## config.mk

```make
export PLATFORM = sky130hd
export DESIGN_NAME = wdl_write_master
export DESIGN_NICKNAME = d
export VERILOG_FILES = /design/src/rtl/wdl_pkg.sv /design/src/rtl/wdl_align_chk.sv /design/src/rtl/wdl_lane_rep.sv /design/src/rtl/wdl_addr_stage.sv /design/src/rtl/wdl_data_stage.sv /design/src/rtl/wdl_write_master.sv
export SDC_FILE = /design/constraint.sdc
export NUM_CORES = 1
export LEC_CHECK = 0
export ABC_CLOCK_PERIOD_IN_PS = 1800
export BUFFER_PORTS_ARGS = -buffer_cell sky130_fd_sc_hd__buf_4
export CAP_MARGIN = 0
export CELL_PAD_IN_SITES_DETAIL_PLACEMENT = 0
export CELL_PAD_IN_SITES_GLOBAL_PLACEMENT = 1
export CORE_UTILIZATION = 31
export DETAILED_ROUTE_END_ITERATION = 10
export PLACE_DENSITY_LB_ADDON = 0.1
export SYNTH_ARGS = -nofsm -noshare
export SYNTH_HDL_FRONTEND = slang
export SYNTH_HIERARCHICAL = 1
export SYNTH_SLANG_ARGS = --single-unit
```

## constraint.sdc

```tcl
create_clock -name clk -period 1.8 [get_ports clk]
set_input_delay 0.27 -clock clk [delete_from_list [all_inputs] [get_ports clk]]
set_output_delay 0.27 -clock clk [all_outputs]
set_load 0.01 [all_outputs]
```

## src/rtl/wdl_pkg.sv

```systemverilog
package wdl_pkg;

  localparam int unsigned SIZE_W = 3;

  localparam logic [SIZE_W-1:0] SZ_BYTE = 3'b000;
  localparam logic [SIZE_W-1:0] SZ_HALF = 3'b001;
  localparam logic [SIZE_W-1:0] SZ_WORD = 3'b010;

  localparam logic [1:0] TR_IDLE   = 2'b00;
  localparam logic [1:0] TR_NONSEQ = 2'b10;

  localparam int unsigned LANE_W = 8;

endpackage

```

## src/rtl/wdl_align_chk.sv

```systemverilog
module wdl_align_chk
  import wdl_pkg::*;
(
  input  logic [1:0]        addr_lo,
  input  logic [SIZE_W-1:0] size,
  output logic              aligned
);

  always_comb begin
    case (size)
      SZ_BYTE: aligned = 1'b1;
      SZ_HALF: aligned = (addr_lo[0] == 1'b0);
      SZ_WORD: aligned = (addr_lo == 2'b00);
      default: aligned = 1'b0;
    endcase
  end

endmodule

```

## src/rtl/wdl_lane_rep.sv

```systemverilog
module wdl_lane_rep
  import wdl_pkg::*;
#(
  parameter int unsigned DATA_W = 32
) (
  input  logic [SIZE_W-1:0] size,
  input  logic [DATA_W-1:0] din,
  output logic [DATA_W-1:0] dout
);

  localparam int unsigned LANES = DATA_W / LANE_W;

  for (genvar ln = 0; ln < LANES; ln++) begin : g_lane
    localparam int unsigned HALF_SRC = (ln % 2) * LANE_W;
    localparam int unsigned WORD_SRC = (ln % 4) * LANE_W;
    always_comb begin
      case (size)
        SZ_BYTE: dout[ln*LANE_W +: LANE_W] = din[LANE_W-1:0];
        SZ_HALF: dout[ln*LANE_W +: LANE_W] = din[HALF_SRC +: LANE_W];
        default: dout[ln*LANE_W +: LANE_W] = din[WORD_SRC +: LANE_W];
      endcase
    end
  end

endmodule

```

## src/rtl/wdl_addr_stage.sv

```systemverilog
module wdl_addr_stage
  import wdl_pkg::*;
#(
  parameter int unsigned ADDR_W = 32,
  parameter int unsigned DATA_W = 32
) (
  input  logic              clk,
  input  logic              rst_n,
  input  logic              adv_en,
  input  logic              take,
  input  logic [ADDR_W-1:0] addr_in,
  input  logic [SIZE_W-1:0] size_in,
  input  logic [DATA_W-1:0] data_in,
  output logic              busy_q,
  output logic [ADDR_W-1:0] addr_q,
  output logic [SIZE_W-1:0] size_q,
  output logic [DATA_W-1:0] data_q
);

  logic              busy_d;
  logic [ADDR_W-1:0] addr_d;
  logic [SIZE_W-1:0] size_d;
  logic [DATA_W-1:0] data_d;

  always_comb begin
    busy_d = busy_q;
    addr_d = addr_q;
    size_d = size_q;
    data_d = data_q;
    if (adv_en) begin
      busy_d = take;
      if (take) begin
        addr_d = addr_in;
        size_d = size_in;
        data_d = data_in;
      end
    end
  end

  always_ff @(posedge clk or negedge rst_n) begin
    if (!rst_n) begin
      busy_q <= 1'b0;
      addr_q <= '0;
      size_q <= SZ_BYTE;
      data_q <= '0;
    end else begin
      busy_q <= busy_d;
      addr_q <= addr_d;
      size_q <= size_d;
      data_q <= data_d;
    end
  end

endmodule

```

## src/rtl/wdl_data_stage.sv

```systemverilog
module wdl_data_stage #(
  parameter int unsigned DATA_W = 32
) (
  input  logic              clk,
  input  logic              rst_n,
  input  logic              load_en,
  input  logic [DATA_W-1:0] d_in,
  output logic [DATA_W-1:0] d_q
);

  logic [DATA_W-1:0] d_next;

  always_comb begin
    d_next = d_q;
    if (load_en) d_next = d_in;
  end

  always_ff @(posedge clk or negedge rst_n) begin
    if (!rst_n) d_q <= '0;
    else        d_q <= d_next;
  end

endmodule

```

## src/rtl/wdl_write_master.sv

```systemverilog
module wdl_write_master
  import wdl_pkg::*;
#(
  parameter int unsigned ADDR_W = 32,
  parameter int unsigned DATA_W = 32
) (
  input  logic              clk,
  input  logic              rst_n,
  input  logic              req_valid,
  input  logic [ADDR_W-1:0] req_addr,
  input  logic [2:0]        req_size,
  input  logic [DATA_W-1:0] req_data,
  output logic              req_ready,
  output logic              req_misalign,
  input  logic              bus_ready,
  output logic [1:0]        bus_trans,
  output logic              bus_write,
  output logic [ADDR_W-1:0] bus_addr,
  output logic [2:0]        bus_size,
  output logic [DATA_W-1:0] bus_wdata
);

  logic              aligned;
  logic              take;
  logic              reject;
  logic              ap_busy;
  logic [DATA_W-1:0] rep_data;
  logic [DATA_W-1:0] ap_data;
  logic              ap_done;
  logic              err_d;
  logic              err_q;

  wdl_align_chk u_align (
    .addr_lo (req_addr[1:0]),
    .size    (req_size),
    .aligned (aligned)
  );

  wdl_lane_rep #(.DATA_W(DATA_W)) u_rep (
    .size (req_size),
    .din  (req_data),
    .dout (rep_data)
  );

  // The address slot can move when it is empty or its phase ends now.
  assign req_ready = !ap_busy || bus_ready;
  assign take      = req_valid && req_ready && aligned;
  assign reject    = req_valid && req_ready && !aligned;
  assign ap_done   = ap_busy && bus_ready;

  wdl_addr_stage #(.ADDR_W(ADDR_W), .DATA_W(DATA_W)) u_addr (
    .clk     (clk),
    .rst_n   (rst_n),
    .adv_en  (req_ready),
    .take    (take),
    .addr_in (req_addr),
    .size_in (req_size),
    .data_in (rep_data),
    .busy_q  (ap_busy),
    .addr_q  (bus_addr),
    .size_q  (bus_size),
    .data_q  (ap_data)
  );

  wdl_data_stage #(.DATA_W(DATA_W)) u_data (
    .clk     (clk),
    .rst_n   (rst_n),
    .load_en (ap_done),
    .d_in    (ap_data),
    .d_q     (bus_wdata)
  );

  always_comb err_d = reject;

  always_ff @(posedge clk or negedge rst_n) begin
    if (!rst_n) err_q <= 1'b0;
    else        err_q <= err_d;
  end

  assign req_misalign = err_q;
  assign bus_trans    = ap_busy ? TR_NONSEQ : TR_IDLE;
  assign bus_write    = ap_busy;

endmodule

```

==> results of run 1 <==
## final timing paths
path                            cells after the start                end        startpoint  slack [ns]
worst max-delay path                                5  u_addr/data_q[17]     u_addr/busy_q        0.20
worst min-delay path                                2   u_addr/addr_q[8]             rst_n       -0.03
worst max register to register                      5  u_addr/data_q[17]     u_addr/busy_q        0.20
worst min register to register                      1      u_data/d_q[2]  u_addr/data_q[2]        0.50
max in group asynchronous                           2  u_addr/data_q[27]             rst_n        1.37
min in group clk                                    2   u_addr/addr_q[9]       req_addr[9]        0.15
## per-layer routing
layer / share of wire / wire [um] / global-route usage
met1: 0.47 / 4750 / 0.187
met2: 0.45 / 4570 / 0.220
met3: 0.070 / 713 / 0.0507
met4: 0.010 / 105 / 0.0389
met5: 0 / 0 / 0
## area by class of cell
class,instances,area (um^2)
clock buffer,12,267
multi-input combinational,151,1750
sequential,101,2530
fill,1309,8000
clock inverter,3,67.6
inverter,1,3.75
timing repair buffer,152,1200
tap,180,225
## cells in the final DEF, fill, tap and decap left out
cell / n
clkbuf_16: 9
conb_1: 1
or3_1: 1
nor3_4: 1
mux2_4: 51
a21o_1: 1
inv_1: 1
nand2_4: 1
and3b_1: 1
o21ai_0: 17
mux2i_1: 8
buf_4: 147
clkinvlp_4: 1
or2_1: 1
mux2_2: 64
and2_2: 1
clkbuf_8: 3
buf_12: 5
dfrtp_1: 101
a21oi_2: 1
nand2b_4: 1
bufinv_16: 2
and3_1: 1
## kinds of logic (layout without fill, tap and decap cells)
family                 after synthesis  count (layout)  synth area share
muxes                              123             123             0.346
AOI/OAI and AO/OA                   19              19            0.0224
DFF                                101             101             0.559
buffers and inverters               27             168            0.0562
other                                1               1          0.000829
and+or+nand+nor                      8               8            0.0152
## per-stage QoR
step / total power, uW / util / setup slack [ns] / setup TNS [ns]
final: 7930 / 0.430 / 0.198 / 0
after global routing: 8390 / 0.430 / 0.122 / 0
after detailed placement: 5830 / 0.406 / -0.0437 / -1.67
after CTS: 8060 / 0.430 / 0.181 / 0
after floorplan: 4620 / - / 0.0733 / 0
after global placement: 5810 / 0.406 / -0.0105 / -0.290
## registers in the layout, indices dropped and copies added, names as in the netlist
| register | cells |
|---|---|
| u_addr/size_q | 3 |
| u_data/d_q | 32 |
| u_addr/busy_q | 1 |
| req_misalign | 1 |
| u_addr/data_q | 32 |
| u_addr/addr_q | 32 |
## power groups by stage
| stage | combinational, uW | clock, uW | sequential, uW |
|---|---|---|---|
| after floorplan | 1020 | 0 | 3600 |
| after global placement | 2380 | 0 | 3430 |
| after detailed placement | 2400 | 0 | 3430 |
| after CTS | 2410 | 2250 | 3400 |
| after global routing | 2560 | 2340 | 3490 |
| final | 2370 | 2170 | 3390 |
==> impl_metrics.toml, run 1 <==
[run_status]
outcome = "finished with violations"
violations = "hold timing"

[logic_synthesis]
ys_warn_count = 6
synth_area_um2 = 4520
post-synth-top-area-fraction = 0.559
synth_commonest_cells = "dfrtp_1, mux2_2, mux2_4"
synth_seq_cells = 101
synthArstFlopShare = 1.00
synth_edf_count = 0
yosysMostFrequentCell = "dfrtp_1"
synth_nets = 350
synth_area_leaders = "dfrtp_1, mux2_4, mux2_2"
ys_seq_area_frac = 0.559
yosysUniqueCellTypes = 22
yosys.area.top_type = "dfrtp_1"
ys.flop_type = "dfrtp_1"
synth_area_per_cell_um2 = 16.2
netlist_instances = 279

[placed_design]
io_buffer_count = 141
gp_congestion = 0.666
hpwl_mm = 6.84
placedInstanceArea_um2 = 5710
dpl.cell_count = 585

[timing]
min_period_ns = 1.60
hold_viol = 24
hold_slack_ns = -0.0280
finalSetupViolCount = 0
fmax_ghz = 0.624
slew-limit-headroom = 0.617
drv_slew = 0
worst_slew_pin_slew_ns = 0.575
grt_setup_unrepaired = "no"
skew_ns = 0.00944
fin_crit_sh = 0.890

[route]
avgRoutedWirePerCell_um = 16.9
vias_per_cell = 4.45
wl_mm = 10.1
antenna_left = 0
vias = 2667
drc_errors = 0
drt_iter0_drc = 92
drtPass1Iterations = 5

[cts]
htree_num_levels = 3
cts_root_buf = "clkbuf_16"
cts_made_buffers = 9
cts.sinks = 101
cts_resized = 0
cts.path.max_buffers = 2
tritoncts = "yes"
holdBufCountCts = 0
path_clk_slew_ns = 0.07
cts_setup_buffers = 0
clock_latency_ns = 0.35

[pwr]
p_int_uw = 5860
combPwrFrac = 0.299
ir_drop_mv = 0.570
p_per_area_nw_per_um2 = 1310
p_sw_frac = 0.261
pwr-share-clk = 0.273
p_switching_uw = 2070
power.leakage_uw = 0.00292
pwr-share-seq = 0.428

[worst_setup_path]
crit_path_end_kind = "register"
cpMaxStageDelayCell = "dfrtp_1"
path_buf_inv = 1
crit_family = "flip-flops"
crit_fanout = 33
worstPathArrival_ns = 1.83
start_kind = "register"
cp.required_ns = 2.03
worstSetupPathType = "register to register"
critical_path.max_stage_delay_ns = 0.45
crit_chain = "nand2b_4 > and3_1 > nand2_4 > buf_12 > mux2_2"

[floorplanning]
row_count = 43
pin_count = 143
dieArea_um2 = 15100
chipWidth_um = 123
die-height_um = 123
start_util = 0.322
core_um2 = 14000

[grt]
antenna_found_initial = 0
overflow = 0
grt_max_degree = 102
grt_pass1_wl_mm = 15.6
globalRouteTotalUtil = 0.142
grt_pass1_vias = 2701

[finish]
fin_cells = 600
n_antenna_cell = 0
fin_nets = 487
syn2layout_area_growth_pct = 33.6
drive_gt1_frac = 0.683
final_area_um2 = 6040

[run]
maxCapViolCount = 0

[worst_hold_path]
hold_path.class = "input pin to async pin"
(Power assumes the default switching activity.)
==> run 2, diff against run 1 <==
--- a/config.mk
+++ b/config.mk
@@ -5,12 +5,13 @@
 export SDC_FILE = /design/constraint.sdc
 export NUM_CORES = 1
 export LEC_CHECK = 0
-export ABC_CLOCK_PERIOD_IN_PS = 1800
+export ABC_CLOCK_PERIOD_IN_PS = 1600
 export BUFFER_PORTS_ARGS = -buffer_cell sky130_fd_sc_hd__buf_4
 export CAP_MARGIN = 0
 export CELL_PAD_IN_SITES_DETAIL_PLACEMENT = 0
 export CELL_PAD_IN_SITES_GLOBAL_PLACEMENT = 1
-export CORE_UTILIZATION = 31
+export CORE_ASPECT_RATIO = 2
+export CORE_UTILIZATION = 41
 export DETAILED_ROUTE_END_ITERATION = 10
 export PLACE_DENSITY_LB_ADDON = 0.1
 export SYNTH_ARGS = -nofsm -noshare
==> constraint.sdc (replaced) <==
create_clock -name clk -period 1.6 [get_ports clk]
set_input_delay 0.24 -clock clk [delete_from_list [all_inputs] [get_ports clk]]
set_output_delay 0.24 -clock clk [all_outputs]
set_load 0.01 [all_outputs]
==> impl_metrics.toml, run 2 (same netlist as run 1, synthesis figures left out) <==
[run_status]
outcome = "complete, no violations"

[worst_setup_path]
reg2reg_depth = 5
critical_path.max_stage_delay_ns = 0.42
worstPathArrival_ns = 1.73
cp.depth = 5
cpMaxStageDelayCell = "dfrtp_2"
crit_fanout = 34
crit_path_end_kind = "register"
start_kind = "register"
cp.required_ns = 1.82
crit_chain = "nand2b_4 > and3_1 > nand2_4 > buf_12 > mux2_2"
path_buf_inv = 1
worstSetupPathType = "register to register"
crit_family = "flip-flops"

[route]
vias = 2711
avgRoutedWirePerCell_um = 17.3
drc_errors = 0
wl_mm = 9.74
antenna_left = 0
vias_per_cell = 4.81
drt_iter0_drc = 58
drtPass1Iterations = 4

[timing]
drv_slew = 0
finalSetupViolCount = 0
hold_viol = 0
min_period_ns = 1.51
skew_ns = 0.00821
grt_setup_unrepaired = "no"
fmax_ghz = 0.662
hold_slack_ns = 0.126
finalWorstSetupSlack_ns = 0.0891
fin_crit_sh = 0.944

[grt]
globalRouteTotalUtil = 0.175
overflow = 0
grt_pass1_wl_mm = 15.2
grt_pass1_vias = 2903
antenna_found_initial = 0
grt_max_degree = 35

[pwr]
power.leakage_uw = 0.00295
p_per_area_nw_per_um2 = 1450
ir_drop_mv = 0.788

[finish]
drive_gt1_frac = 0.681
n_antenna_cell = 0
fin_nets = 493
syn2layout_area_growth_pct = 34.1
final_common_cell = "buf_4"
mostFrequentLayoutCells = "buf_4, dfrtp_1, mux2_2"
fin_util = 0.571
reg_top3 = "u_addr/addr_q: 32 flops, u_addr/data_q: 32 flops, u_data/d_q: 32 flops"
final_area_um2 = 6060

[floorplanning]
chipWidth_um = 76.3
row_count = 53
pin_count = 143
core_um2 = 10600
dieArea_um2 = 11500
die-height_um = 151
start_util = 0.426

[cts]
htree_num_levels = 3
path_clk_slew_ns = 0.07
cts_made_buffers = 9
cts_root_buf = "clkbuf_16"
cts.sinks = 101
clock_latency_ns = 0.34
tritoncts = "yes"
cts.path.max_buffers = 2

[placed_design]
hpwl_mm = 7.22
placedInstanceArea_um2 = 5740
io_buffer_count = 141
dp_slack_ns = -0.169
gp_congestion = 0.707

[run]
maxCapViolCount = 0

[worst_hold_path]
whs_path_depth = 2
hold_path.class = "input pin to register"
## run 2: through the flow
step                      setup TNS (ns)  cells  power, uW
after floorplan                    -1.15    279       5200
after global placement            -10.18    547       6520
after detailed placement          -10.11    547       6590
after CTS                              0    564       8910
after global routing                   0    564       9210
final                                  0    564       8790
## run 2: layout make-up
class,instances,area (um^2)
repair buffers,158,1300
well taps,137,171
flip-flops and latches,101,2530
clock buffers,12,236
inverters,1,3.75
multi-input cells,151,1750
fillers,925,4550
clock inverters,4,72.6
## run 2: worst paths after layout
path                             startpoint  slack (ns)           endpoint
setup / recovery              u_addr/busy_q        0.09  u_addr/data_q[14]
hold / removal                  req_addr[4]        0.13   u_addr/addr_q[4]
setup reg to reg              u_addr/busy_q        0.09  u_addr/data_q[14]
hold reg to reg            u_addr/data_q[1]        0.50      u_data/d_q[1]
max in group asynchronous             rst_n        0.66  u_addr/data_q[10]
min in group asynchronous             rst_n        0.41   u_addr/size_q[0]
## run 2: repair_timing
| action | CTS | global route |
|---|---|---|
| hold buffers | 1 | 0 |
| endpoints found under the setup margin | 0 | 27 |
| hold endpoints to repair | 29 | 0 |
| setup buffers | 0 | 0 |
| gates resized for setup | 0 | 1 |
## run 2: per-layer routing
layer,vias up,share of wire,global-route usage
met5,-,0,0
met4,0,0.012,0.0548
met3,9,0.054,0.0436
met2,97,0.54,0.321
met1,1351,0.39,0.198
li1,1254,-,-
## run 2: where the power goes
group | internal [uW] | switching (uW) | total (uW) | leakage (uW)
Combinational | 1760 | 932 | 2690 | 0.00159
Clock | 1370 | 911 | 2280 | 0.000147
Sequential | 3360 | 458 | 3810 | 0.00121
==> run 3, diff against run 2 <==
--- a/config.mk
+++ b/config.mk
@@ -5,13 +5,14 @@
 export SDC_FILE = /design/constraint.sdc
 export NUM_CORES = 1
 export LEC_CHECK = 0
-export ABC_CLOCK_PERIOD_IN_PS = 1600
+export ABC_CLOCK_PERIOD_IN_PS = 1300
 export BUFFER_PORTS_ARGS = -buffer_cell sky130_fd_sc_hd__buf_4
 export CAP_MARGIN = 0
 export CELL_PAD_IN_SITES_DETAIL_PLACEMENT = 0
 export CELL_PAD_IN_SITES_GLOBAL_PLACEMENT = 1
 export CORE_ASPECT_RATIO = 2
-export CORE_UTILIZATION = 41
+export CORE_MARGIN = 2
+export CORE_UTILIZATION = 37
 export DETAILED_ROUTE_END_ITERATION = 10
 export PLACE_DENSITY_LB_ADDON = 0.1
 export SYNTH_ARGS = -nofsm -noshare
==> constraint.sdc (replaced) <==
create_clock -name clk -period 1.3 [get_ports clk]
set_input_delay 0.195 -clock clk [delete_from_list [all_inputs] [get_ports clk]]
set_output_delay 0.195 -clock clk [all_outputs]
set_load 0.01 [all_outputs]
==> impl_metrics.toml, run 3 (same netlist as run 1, synthesis figures left out) <==
[pwr]
ir_drop_mv = 0.842
pwr-share-seq = 0.440
power.total_uw = 10600
p_switching_uw = 2960
p_int_uw = 7680
p_per_area_nw_per_um2 = 1680
p_sw_frac = 0.278
combPwrFrac = 0.324
pwr-share-clk = 0.236
power.leakage_uw = 0.00307

[route]
avgRoutedWirePerCell_um = 18.9
wl_met1_mm = 4.21
top_layer_used = "met4"
drt_iter0_drc = 113
wl_met3_um = 605
wl_mm = 11.2
vias = 2793
drtPass1Iterations = 4
met2_length_mm = 6.25
antenna_left = 0
vias_per_cell = 4.72
drc_errors = 0

[run_status]
violations = "setup timing"
outcome = "finished with violations"

[placed_design]
placedInstanceArea_um2 = 5800
io_buffer_count = 141
hpwl_mm = 7.50
gp_congestion = 0.741

[finish]
fill_cells = 1047
reg_top3 = "u_addr/addr_q: 32 flops, u_addr/data_q: 32 flops, u_data/d_q: 32 flops"
n_antenna_cell = 0
final_common_cell = "buf_4"
final_area_um2 = 6330
drive_gt1_frac = 0.703
mostFrequentLayoutCells = "buf_4, dfrtp_1, mux2_2"
syn2layout_area_growth_pct = 40.0
fin_nets = 511

[timing]
fin_crit_sh = 1.11
min_period_ns = 1.44
finalWorstSetupSlack_ns = -0.143
hold_slack_ns = 0.0771
grt_setup_unrepaired = "yes"
drv_slew = 0
fmax_ghz = 0.693
finalSetupViolCount = 99
hold_viol = 0
skew_ns = 0.00891

[cts]
cts.sinks = 101
cts_made_buffers = 9
path_clk_slew_ns = 0.07
cts_root_buf = "clkbuf_16"
cts.path.max_buffers = 2
clock_latency_ns = 0.34
tritoncts = "yes"
htree_num_levels = 3

[grt]
antenna_found_initial = 0
grt_max_degree = 35
grt_pass1_vias = 2963
overflow = 0
grt_pass1_wl_mm = 16.2
globalRouteTotalUtil = 0.166

[floorplanning]
row_count = 57
die-height_um = 160
chipWidth_um = 82.2
dieArea_um2 = 13200
core_um2 = 12100
pin_count = 143
start_util = 0.375

[worst_setup_path]
start_kind = "register"
worstPathArrival_ns = 1.67
crit_path_end_kind = "register"
worstSetupPathType = "register to register"
crit_fanout = 6
cp.required_ns = 1.52

[run]
maxCapViolCount = 0

[worst_hold_path]
hold_path.class = "input pin to register"
[run 3: cell count changes in the layout (fill, tap and decap cells not counted), sizes merged]
cell	previous run	this run
buf	157	170
clkinvlp	1	4
bufinv	2	0
nand2	1	2
clkbuf	12	14
inv	1	2
[run 3: path summary, 6_finish.rpt]
check / from / endpoint / slack (ns) / cells after the start
max in group asynchronous: rst_n / u_addr/data_q[6] / 0.54 / 3
worst max register to register: u_addr/busy_q / u_addr/addr_q[22] / -0.14 / 5
worst min register to register: u_addr/data_q[17] / u_data/d_q[17] / 0.50 / 1
min in group asynchronous: rst_n / u_addr/addr_q[28] / 0.28 / 2
worst max-delay path: u_addr/busy_q / u_addr/addr_q[22] / -0.14 / 5
worst min-delay path: req_addr[7] / u_addr/addr_q[7] / 0.08 / 2
[run 3: cell type report]
type,count,area (um^2),share of cell area
well taps,147,184,0.0291
flip-flops and latches,101,2530,0.400
repair buffers,175,1550,0.245
clock buffers,10,229,0.0362
inverters,1,3.75,0.000593
clock inverters,6,47.5,0.00751
multi-input cells,152,1790,0.282
[run 3: per-stage QoR]
step                      setup slack, ns  std cells  setup TNS (ns)   util
after floorplan                    -0.317        279          -14.89      -
after global placement             -0.435        565          -31.25  0.481
after detailed placement           -0.450        565          -32.11  0.481
after CTS                          -0.159        586           -8.93  0.514
after global routing               -0.185        592          -13.57  0.525
final                              -0.143        592           -9.30  0.525
[run 3: repair_timing]
action                                 4_1_cts  5_1_grt
setup endpoints to repair                   97       99
setup buffers                                2        1
hold buffers                                 1        0
resized for setup                           10        8
pin swaps                                    1        4
endpoints found under the hold margin       16        0
gates cloned                                 2        7
[run 3: critical path: stages, from the launching register on]
cell	delay [ns]
dfrtp_2	0.43
nand2b_4	0.07
and3_4	0.24
nand2_8	0.11
clkbuf_16	0.19
mux2_4	0.29
[run 3: power by group through the flow]
stage / registers (uW) / logic (uW) / clock network (uW)
floorplan: 4980 / 1410 / 0
global placement: 4730 / 3360 / 0
detailed placement: 4760 / 3400 / 0
CTS: 4700 / 3460 / 2600
global route: 4820 / 3680 / 2760
finish: 4680 / 3440 / 2510
[run 3: metal layers]
| layer | vias up | GRT usage |
|---|---|---|
| met5 | - | 0 |
| met2 | 84 | 0.285 |
| met4 | 0 | 0.0523 |
| met1 | 1402 | 0.198 |
| met3 | 9 | 0.0449 |
| li1 | 1298 | - |
